### config.mk
export PLATFORM = sky130hd
export DESIGN_NAME = bar_window_xlate
export DESIGN_NICKNAME = d
export VERILOG_FILES = /design/src/rtl/wt_pkg.sv /design/src/rtl/wt_ctrl.sv /design/src/rtl/wt_datapath.sv /design/src/rtl/bar_window_xlate.sv
export SDC_FILE = /design/constraint.sdc
export NUM_CORES = 1
export LEC_CHECK = 0
export BUFFER_PORTS_ARGS = -buffer_cell sky130_fd_sc_hd__buf_4
export CAP_MARGIN = 20
export CORE_UTILIZATION = 55
export DETAILED_ROUTE_END_ITERATION = 16
export GPL_TIMING_DRIVEN = 0
export HOLD_SLACK_MARGIN = 0.08
export PLACE_DENSITY = 0.75
export SLEW_MARGIN = 5
export SYNTH_ARGS = -nofsm -noshare
export SYNTH_HDL_FRONTEND = slang
export SYNTH_SLANG_ARGS = --single-unit
### constraint.sdc
create_clock -name clk -period 6.8 [get_ports clk]
set_input_delay 0.68 -clock clk [delete_from_list [all_inputs] [get_ports clk]]
set_output_delay 0.68 -clock clk [all_outputs]
set_load 0.02 [all_outputs]
### src/rtl/wt_pkg.sv
package wt_pkg;
  typedef enum logic [1:0] {
    ST_NORMAL = 2'd0,
    ST_LOCKED = 2'd1,
    ST_ERROR  = 2'd2
  } cfgState_e;

  typedef enum logic [1:0] {
    SEL_SLOT   = 2'd0,
    SEL_DCTRL  = 2'd1,
    SEL_DSIZE  = 2'd2,
    SEL_DXLATE = 2'd3
  } wrSel_e;

  typedef struct packed {
    logic slotWr;
    logic dirCtrlWr;
    logic dirSizeWr;
    logic dirXlateWr;
    logic xlateOn;
  } ctrlStrb_t;
endpackage

### src/rtl/wt_ctrl.sv
module wt_ctrl
  import wt_pkg::*;
#(
  parameter int SLOT_CNT = 8,
  parameter int OUT_W    = 32,
  parameter int PART_W   = 4
) (
  input  logic                        clk,
  input  logic                        rstN,
  input  logic                        cmdLock,
  input  logic                        cmdCfg,
  input  logic                        wrEn,
  input  logic [1:0]                  wrSel,
  input  logic [$clog2(SLOT_CNT)-1:0] wrIdx,
  input  logic [OUT_W-1:0]            wrData,
  input  logic                        dirBaseBad,
  output ctrlStrb_t                   strb,
  output logic [1:0]                  cfgState
);
  localparam int IDX_W   = $clog2(SLOT_CNT);
  localparam int MAX_LOG = 16 + IDX_W;

  cfgState_e stateQ, stateD;
  logic wrOpen;
  logic sizeOk;
  logic [5:0] reqLog;
  logic [OUT_W-1:0] reqVal;
  logic [OUT_W-1:0] wantVal;

  assign wrOpen  = (stateQ != ST_NORMAL);
  assign reqLog  = wrData[5:0];
  assign reqVal  = {wrData[OUT_W-1:6], 6'b0};
  assign wantVal = {{(OUT_W-1){1'b0}}, 1'b1} << reqLog;

  always_comb begin
    sizeOk = 1'b0;
    if (wrData == '0) begin
      sizeOk = 1'b1;
    end else if (reqLog >= 6'd12 && reqLog <= 6'(MAX_LOG) && reqVal == wantVal) begin
      sizeOk = 1'b1;
    end
  end

  always_comb begin
    strb.slotWr     = wrEn && wrOpen && (wrSel == SEL_SLOT) && (wrIdx != '0);
    strb.dirCtrlWr  = wrEn && wrOpen && (wrSel == SEL_DCTRL);
    strb.dirSizeWr  = wrEn && wrOpen && (wrSel == SEL_DSIZE) && sizeOk;
    strb.dirXlateWr = wrEn && wrOpen && (wrSel == SEL_DXLATE);
    strb.xlateOn    = !wrOpen;
  end

  always_comb begin
    stateD = stateQ;
    if (cmdLock) begin
      stateD = ST_LOCKED;
    end else if (cmdCfg && wrOpen) begin
      stateD = dirBaseBad ? ST_ERROR : ST_NORMAL;
    end
  end

  always_ff @(posedge clk) begin
    if (!rstN) stateQ <= ST_NORMAL;
    else       stateQ <= stateD;
  end

  assign cfgState = stateQ;


  lock_to_locked_chk: assert property (@(posedge clk) disable iff (!rstN)
    cmdLock |=> (stateQ == ST_LOCKED));


  cfg_leaves_lock_chk: assert property (@(posedge clk) disable iff (!rstN)
    (cmdCfg && !cmdLock && stateQ != ST_NORMAL) |=> (stateQ != ST_LOCKED));


  normal_hold_chk: assert property (@(posedge clk) disable iff (!rstN)
    (stateQ == ST_NORMAL && !cmdLock) |=> (stateQ == ST_NORMAL));
endmodule

### src/rtl/wt_datapath.sv
module wt_datapath
  import wt_pkg::*;
#(
  parameter int SLOT_CNT = 8,
  parameter int OUT_W    = 32,
  parameter int PART_W   = 4
) (
  input  logic                                clk,
  input  logic                                rstN,
  input  ctrlStrb_t                           strb,
  input  logic [$clog2(SLOT_CNT)-1:0]         wrIdx,
  input  logic [OUT_W-1:0]                    wrData,
  input  logic                                accValid,
  input  logic [$clog2(SLOT_CNT)+16:0]        accOff,
  output logic                                respValid,
  output logic                                respHit,
  output logic                                respMiss,
  output logic                                respErr,
  output logic [OUT_W-1:0]                    respAddr,
  output logic [PART_W-1:0]                   respPart,
  output logic                                dirBaseBad
);
  localparam int IDX_W   = $clog2(SLOT_CNT);
  localparam int OFF_W   = IDX_W + 17;
  localparam int BASE_W  = OUT_W - 16;
  localparam int MAX_LOG = 16 + IDX_W;

  logic [SLOT_CNT-1:0]             slotEnV;
  logic [SLOT_CNT-1:0][PART_W-1:0] slotPartV;
  logic [SLOT_CNT-1:0][BASE_W-1:0] slotBaseV;

  // Slot 0 is reserved: no storage, always disabled.
  for (genvar i = 0; i < SLOT_CNT; i++) begin : g_slot
    if (i == 0) begin : g_rsvd
      assign slotEnV[i]   = 1'b0;
      assign slotPartV[i] = '0;
      assign slotBaseV[i] = '0;
    end else begin : g_live
      logic              enQ;
      logic [PART_W-1:0] partQ;
      logic [BASE_W-1:0] baseQ;
      always_ff @(posedge clk) begin
        if (!rstN) begin
          enQ   <= 1'b0;
          partQ <= '0;
          baseQ <= '0;
        end else if (strb.slotWr && wrIdx == IDX_W'(i)) begin
          enQ   <= wrData[0];
          partQ <= wrData[PART_W:1];
          baseQ <= wrData[OUT_W-1:16];
        end
      end
      assign slotEnV[i]   = enQ;
      assign slotPartV[i] = partQ;
      assign slotBaseV[i] = baseQ;
    end
  end

  logic             dirEn;
  logic             dirSizeOn;
  logic [5:0]       dirLog;
  logic [OUT_W-1:0] dirXlate;

  always_ff @(posedge clk) begin
    if (!rstN) begin
      dirEn     <= 1'b0;
      dirSizeOn <= 1'b0;
      dirLog    <= '0;
      dirXlate  <= '0;
    end else begin
      if (strb.dirCtrlWr) dirEn <= wrData[0];
      if (strb.dirSizeWr) begin
        dirSizeOn <= (wrData != '0);
        dirLog    <= wrData[5:0];
      end
      if (strb.dirXlateWr) dirXlate <= wrData;
    end
  end

  assign dirBaseBad = dirEn && (dirXlate[11:PART_W] != '0);

  logic             inSlots;
  logic [IDX_W-1:0] slotSel;
  logic [OFF_W-2:0] dirRel;
  logic [OFF_W-1:0] dirSpan;
  logic             inWin;
  logic             hitD, missD, errD;
  logic [OUT_W-1:0] addrD;
  logic [PART_W-1:0] partD;

  assign inSlots = !accOff[OFF_W-1];
  assign slotSel = accOff[16+IDX_W-1:16];
  assign dirRel  = accOff[OFF_W-2:0];
  assign dirSpan = {{(OFF_W-1){1'b0}}, 1'b1} << dirLog;
  assign inWin   = dirEn && dirSizeOn && ({1'b0, dirRel} < dirSpan);

  always_comb begin
    hitD  = 1'b0;
    missD = 1'b0;
    errD  = 1'b0;
    addrD = '0;
    partD = '0;
    if (!strb.xlateOn) begin
      errD = 1'b1;
    end else if (inSlots) begin
      if (slotEnV[slotSel]) begin
        hitD  = 1'b1;
        addrD = {slotBaseV[slotSel], accOff[15:0]};
        partD = slotPartV[slotSel];
      end else begin
        missD = 1'b1;
      end
    end else if (inWin) begin
      hitD  = 1'b1;
      addrD = {dirXlate[OUT_W-1:12], 12'b0} + OUT_W'(dirRel);
      partD = dirXlate[PART_W-1:0];
    end else begin
      missD = 1'b1;
    end
  end

  always_ff @(posedge clk) begin
    if (!rstN) begin
      respValid <= 1'b0;
      respHit   <= 1'b0;
      respMiss  <= 1'b0;
      respErr   <= 1'b0;
      respAddr  <= '0;
      respPart  <= '0;
    end else begin
      respValid <= accValid;
      respHit   <= accValid && hitD;
      respMiss  <= accValid && missD;
      respErr   <= accValid && errD;
      respAddr  <= accValid ? addrD : '0;
      respPart  <= accValid ? partD : '0;
    end
  end


  resp_onehot_chk: assert property (@(posedge clk) disable iff (!rstN)
    respValid |-> ($countones({respHit, respMiss, respErr}) == 1));


  resp_idle_chk: assert property (@(posedge clk) disable iff (!rstN)
    !respValid |-> ({respHit, respMiss, respErr} == 3'b000));


  locked_err_chk: assert property (@(posedge clk) disable iff (!rstN)
    (accValid && !strb.xlateOn) |=> respErr);


  normal_frozen_chk: assert property (@(posedge clk) disable iff (!rstN)
    strb.xlateOn |=> ($stable(dirEn) && $stable(dirLog) && $stable(dirXlate) && $stable(slotEnV)));


  size_cap_chk: assert property (@(posedge clk) disable iff (!rstN)
    dirSizeOn |-> (dirLog >= 6'd12 && dirLog <= 6'(MAX_LOG)));


  slot0_miss_chk: assert property (@(posedge clk) disable iff (!rstN)
    (accValid && strb.xlateOn && inSlots && slotSel == '0) |=> respMiss);
endmodule

### src/rtl/bar_window_xlate.sv
module bar_window_xlate
  import wt_pkg::*;
#(
  parameter int SLOT_CNT = 8,
  parameter int OUT_W    = 32,
  parameter int PART_W   = 4,
  localparam int IDX_W   = $clog2(SLOT_CNT),
  localparam int OFF_W   = IDX_W + 17
) (
  input  logic              clk,
  input  logic              rstN,
  input  logic              cmdLock,
  input  logic              cmdCfg,
  input  logic              wrEn,
  input  logic [1:0]        wrSel,
  input  logic [IDX_W-1:0]  wrIdx,
  input  logic [OUT_W-1:0]  wrData,
  input  logic              accValid,
  input  logic [OFF_W-1:0]  accOff,
  output logic              respValid,
  output logic              respHit,
  output logic              respMiss,
  output logic              respErr,
  output logic [OUT_W-1:0]  respAddr,
  output logic [PART_W-1:0] respPart,
  output logic [1:0]        cfgState
);
  ctrlStrb_t strb;
  logic dirBaseBad;

  wt_ctrl #(.SLOT_CNT(SLOT_CNT), .OUT_W(OUT_W), .PART_W(PART_W)) u_ctrl (
    .clk(clk), .rstN(rstN), .cmdLock(cmdLock), .cmdCfg(cmdCfg),
    .wrEn(wrEn), .wrSel(wrSel), .wrIdx(wrIdx), .wrData(wrData),
    .dirBaseBad(dirBaseBad), .strb(strb), .cfgState(cfgState)
  );

  wt_datapath #(.SLOT_CNT(SLOT_CNT), .OUT_W(OUT_W), .PART_W(PART_W)) u_dp (
    .clk(clk), .rstN(rstN), .strb(strb), .wrIdx(wrIdx), .wrData(wrData),
    .accValid(accValid), .accOff(accOff),
    .respValid(respValid), .respHit(respHit), .respMiss(respMiss), .respErr(respErr),
    .respAddr(respAddr), .respPart(respPart), .dirBaseBad(dirBaseBad)
  );
endmodule

==> impl_summary.log <==
INFO  metric hold_path_startpoint = cmdLock
INFO  metric setup_repair_after_global_routing_missed_its_margin = false
INFO  metric unique_cell_type_count_in_the_yosys_netlist = 67
INFO  metric sequentialPowerShare = 47.0%
INFO  metric timing.max_slew.rel_slack = 32.8%
INFO  metric fin_nets = roughly 1600
INFO  metric edff_count_synth = 0
INFO  metric io_pins = 105
INFO  metric tns = 0 ns
INFO  metric drive_gt1_share = 13.7%
INFO  metric core_region_area = roughly 0.019 mm2
INFO  metric regToRegSetupSlack = 3.17 ns
INFO  metric power.density_cell_area = 227 mW/mm2
INFO  metric synthesis.area = 0.0108 mm2
INFO  metric num_antenna_cells = 0
INFO  metric most_used_flip_flop_cell_after_synthesis = dfxtp_1
INFO  metric totalPowerFinal = 2.88 mW
INFO  metric critical_path.endpoint_type = flip-flop
INFO  metric detail_route.first_pass.iterations = 7
INFO  metric sw_frac_of_total = 24.1%
INFO  metric clk-insertion-delay-late = 0.53 ns
INFO  metric clock_sinks = about 230
INFO  metric first_global_vias = 10100
INFO  metric post-synth-top-area-cell = dfxtp_1
INFO  metric netlist_instances = 1359
INFO  metric hpwl_after_dpl = ~24 mm
INFO  metric timing.final.crit_share = 53.4%
INFO  metric worst-endpoint-arrival = 4.04 ns
INFO  metric postSynth.asyncResetShare = 0%
INFO  metric cts.clk_slew.worst_paths = 0.07 ns
INFO  metric initial_utilization = 57.0%
INFO  metric yosysWarnings = 0
INFO  metric drt_first_iter_violations = approximately 970
INFO  metric synth.top_cells.by_area = dfxtp_1 (42%), nand2_1 (14%), a21oi_1 (10%)
INFO  metric io_buffer_count = 99
INFO  metric crit-reg2reg-launch = u_dp.dirLog[3]
INFO  metric period_minus_ws_final = 3.63 ns
INFO  metric hold_vio_cnt_final = 0
INFO  metric run_status = finished, final reports clean
INFO  metric die_h = roughly 140 um
INFO  metric crit_type = flip-flop to flip-flop
INFO  metric gr-usage-all-layers = 34.0%
INFO  metric grt_pass1_wl = 53.1 mm
INFO  metric post-route-drc-count = 0
INFO  metric post_cts_buffers = 0
INFO  metric synth.yosys.seq_area_share = 42.3%
INFO  metric syn_nets = ~1400
INFO  metric internal_portion_of_total_power = 2.18 mW
INFO  metric critPathLaunchType = flip-flop
INFO  metric timing_max_transition_violations_final = 0
INFO  metric comb_power_share = 7.7%
INFO  metric post_cts_resize_count = 0
INFO  metric largest_net_degree_at_the_start_of_global_routing = 14
INFO  metric ir_worst_vdd = roughly 160 uV
INFO  metric critPathRequiredTime = 7.21 ns
INFO  metric hp-class = input port to flip-flop
INFO  metric grt_overflow_total = 0
INFO  metric std_cell_rows = 50
INFO  metric routed_via_density = 6.02
INFO  metric routed_wire_length_per_instance = 19.4 um
INFO  metric gp_congestion = 0.968
INFO  metric timing.critical_path.fanout_max = 10
INFO  metric fin_skew = 0.0201 ns
INFO  metric timing.final.setup_violations = 0
INFO  metric timing.critical_path.from = u_dp.dirLog[3]
INFO  metric routed_wirelength = 34.1 mm
INFO  metric cts_buffers = 24
INFO  metric netSwitchingPower = 694 uW
INFO  metric clock_path_buffers = 3
INFO  metric yosys_top_cell_area_share = between 40% and 50%
INFO  metric antenna_found_initial = 0
INFO  metric clock_power_share = between 40% and 50%
INFO  metric maxClockFrequency = 0.275 GHz
INFO  metric post-place-ws = 3.18 ns
INFO  metric cts_max_level = 1
INFO  metric ys_seq_elements = 229
INFO  metric synth_area_per_cell = between 7 and 8 um2
INFO  metric leak = 4.54 nW
INFO  metric detail_route_antenna_nets = 0
INFO  metric number_of_buffers_inserted_by_hold_repair_at_cts = 0
INFO  metric postLayoutSetupSlackWorst = around 3.2 ns
INFO  metric die_w = 142 um
INFO  metric cts_tree = yes
INFO  metric areaGrowthSynthToFinish = 17.0%
INFO  metric transition_at_the_pin_with_the_smallest_max_transition_slack = 1.01 ns
INFO  metric clock_tree_root_driver_cell = clkbuf_16
INFO  metric vias = 10600
INFO  metric drv_cap = 0
INFO  metric dieArea = 0.0203 mm2
critical path, stage by stage, from the launching register on:
cell and delay, ns:
dfxtp_1 0.42, nor3b_1 0.84, nand2_1 0.12, ha_1 0.33, a21o_1 0.17, a21o_1 0.18
a21oi_1 0.16, a21oi_1 0.11, o21a_1 0.22, or3_1 0.34, buf_2 0.20, buf_2 0.22
o22ai_1 0.22
stage by stage:
step	utilization [%]	area, um2	hold WS (ns)	instances
3_5_place_dp	62.6	11900	0.444	1718
4_1_cts	66.7	12700	0.343	1762
5_1_grt	66.7	12700	0.337	1762
2_1_floorplan	-	10800	0.431	1359
6_report	66.7	12700	0.344	1762
3_3_place_gp	62.6	11900	0.438	1718
layer usage:
layer | track usage, % | vias up | share of wire [%]
met5 | 0 | - | 0
met4 | 17.7 | 0 | 5.8
met3 | 5.96 | 129 | 10
met2 | 54.9 | 599 | 45
met1 | 43.7 | 4948 | 39
li1 | - | 4935 | -
synthesized netlist by cell type, types with 13 or more instances:
cell,instances
nand2_1,402
dfxtp_1,229
a21oi_1,219
clkbuf_1,95
nor2_1,47
ha_1,25
o22ai_1,25
inv_1,24
a22oi_1,22
mux2_2,22
mux4_2,21
nand4_1,17
nor3_1,16
xor2_1,13
cell usage in the layout (no fill, tap or decap), types with 16 or more instances in the layout:
cell,count
nand2_1,402
nor2_1,47
nor3_1,16
mux4_2,21
clkbuf_1,105
clkbuf_16,24
a21oi_1,219
a22oi_1,22
nand4_1,17
dfxtp_1,229
buf_4,102
inv_1,24
ha_1,25
mux2_2,22
o22ai_1,25
final cells by class:
class                   count  area [um2]
well taps                 260         325
inverters                  24        90.1
multi-input cells         991        5680
plain buffers             115         485
clock inverters             4        56.3
clock buffers              40         721
fillers                  1675        6330
flip-flops and latches    229        4580
repair buffers             99         743
power groups by stage:
stage	registers (mW)	logic [mW]	clock network, mW
global placement	1.38	0.212	0
global route	1.35	0.237	1.36
floorplan	1.38	0.119	0
finish	1.35	0.222	1.30
CTS	1.35	0.216	1.30
detailed placement	1.38	0.215	0
sequential cells by signal (all words and copies together) (netlist names), 2 cells and up:
signal,cells
u_dp.g_slot.g_live.baseQ,112
u_dp.dirLog,6
u_dp.respAddr,32
u_ctrl.cfgState,2
u_dp.dirXlate,32
u_dp.g_slot.g_live.partQ,28
u_dp.g_slot.g_live.enQ,7
u_dp.respPart,4
worst paths after layout:
path	end	cells past startpoint
hold / removal	u_ctrl.cfgState[1]	2
setup / recovery	u_dp.respAddr[19]	12
setup reg to reg	u_dp.respAddr[19]	12
hold reg to reg	u_dp.g_slot[6].g_live.partQ[3]	2
cells by family (layout without fill, tap and decap cells):
logic type / Yosys count / count (layout) / synth area share [%]
fa+ha+maj: 26 / 26 / 3.07
buf+inv: 139 / 282 / 5.31
mux: 50 / 50 / 7.29
flops: 229 / 229 / 42.3
xor+xnor: 19 / 19 / 1.54
simple gates: 565 / 565 / 23.0
compound gates: 331 / 331 / 17.5
Power figures use the tool's default switching activity.
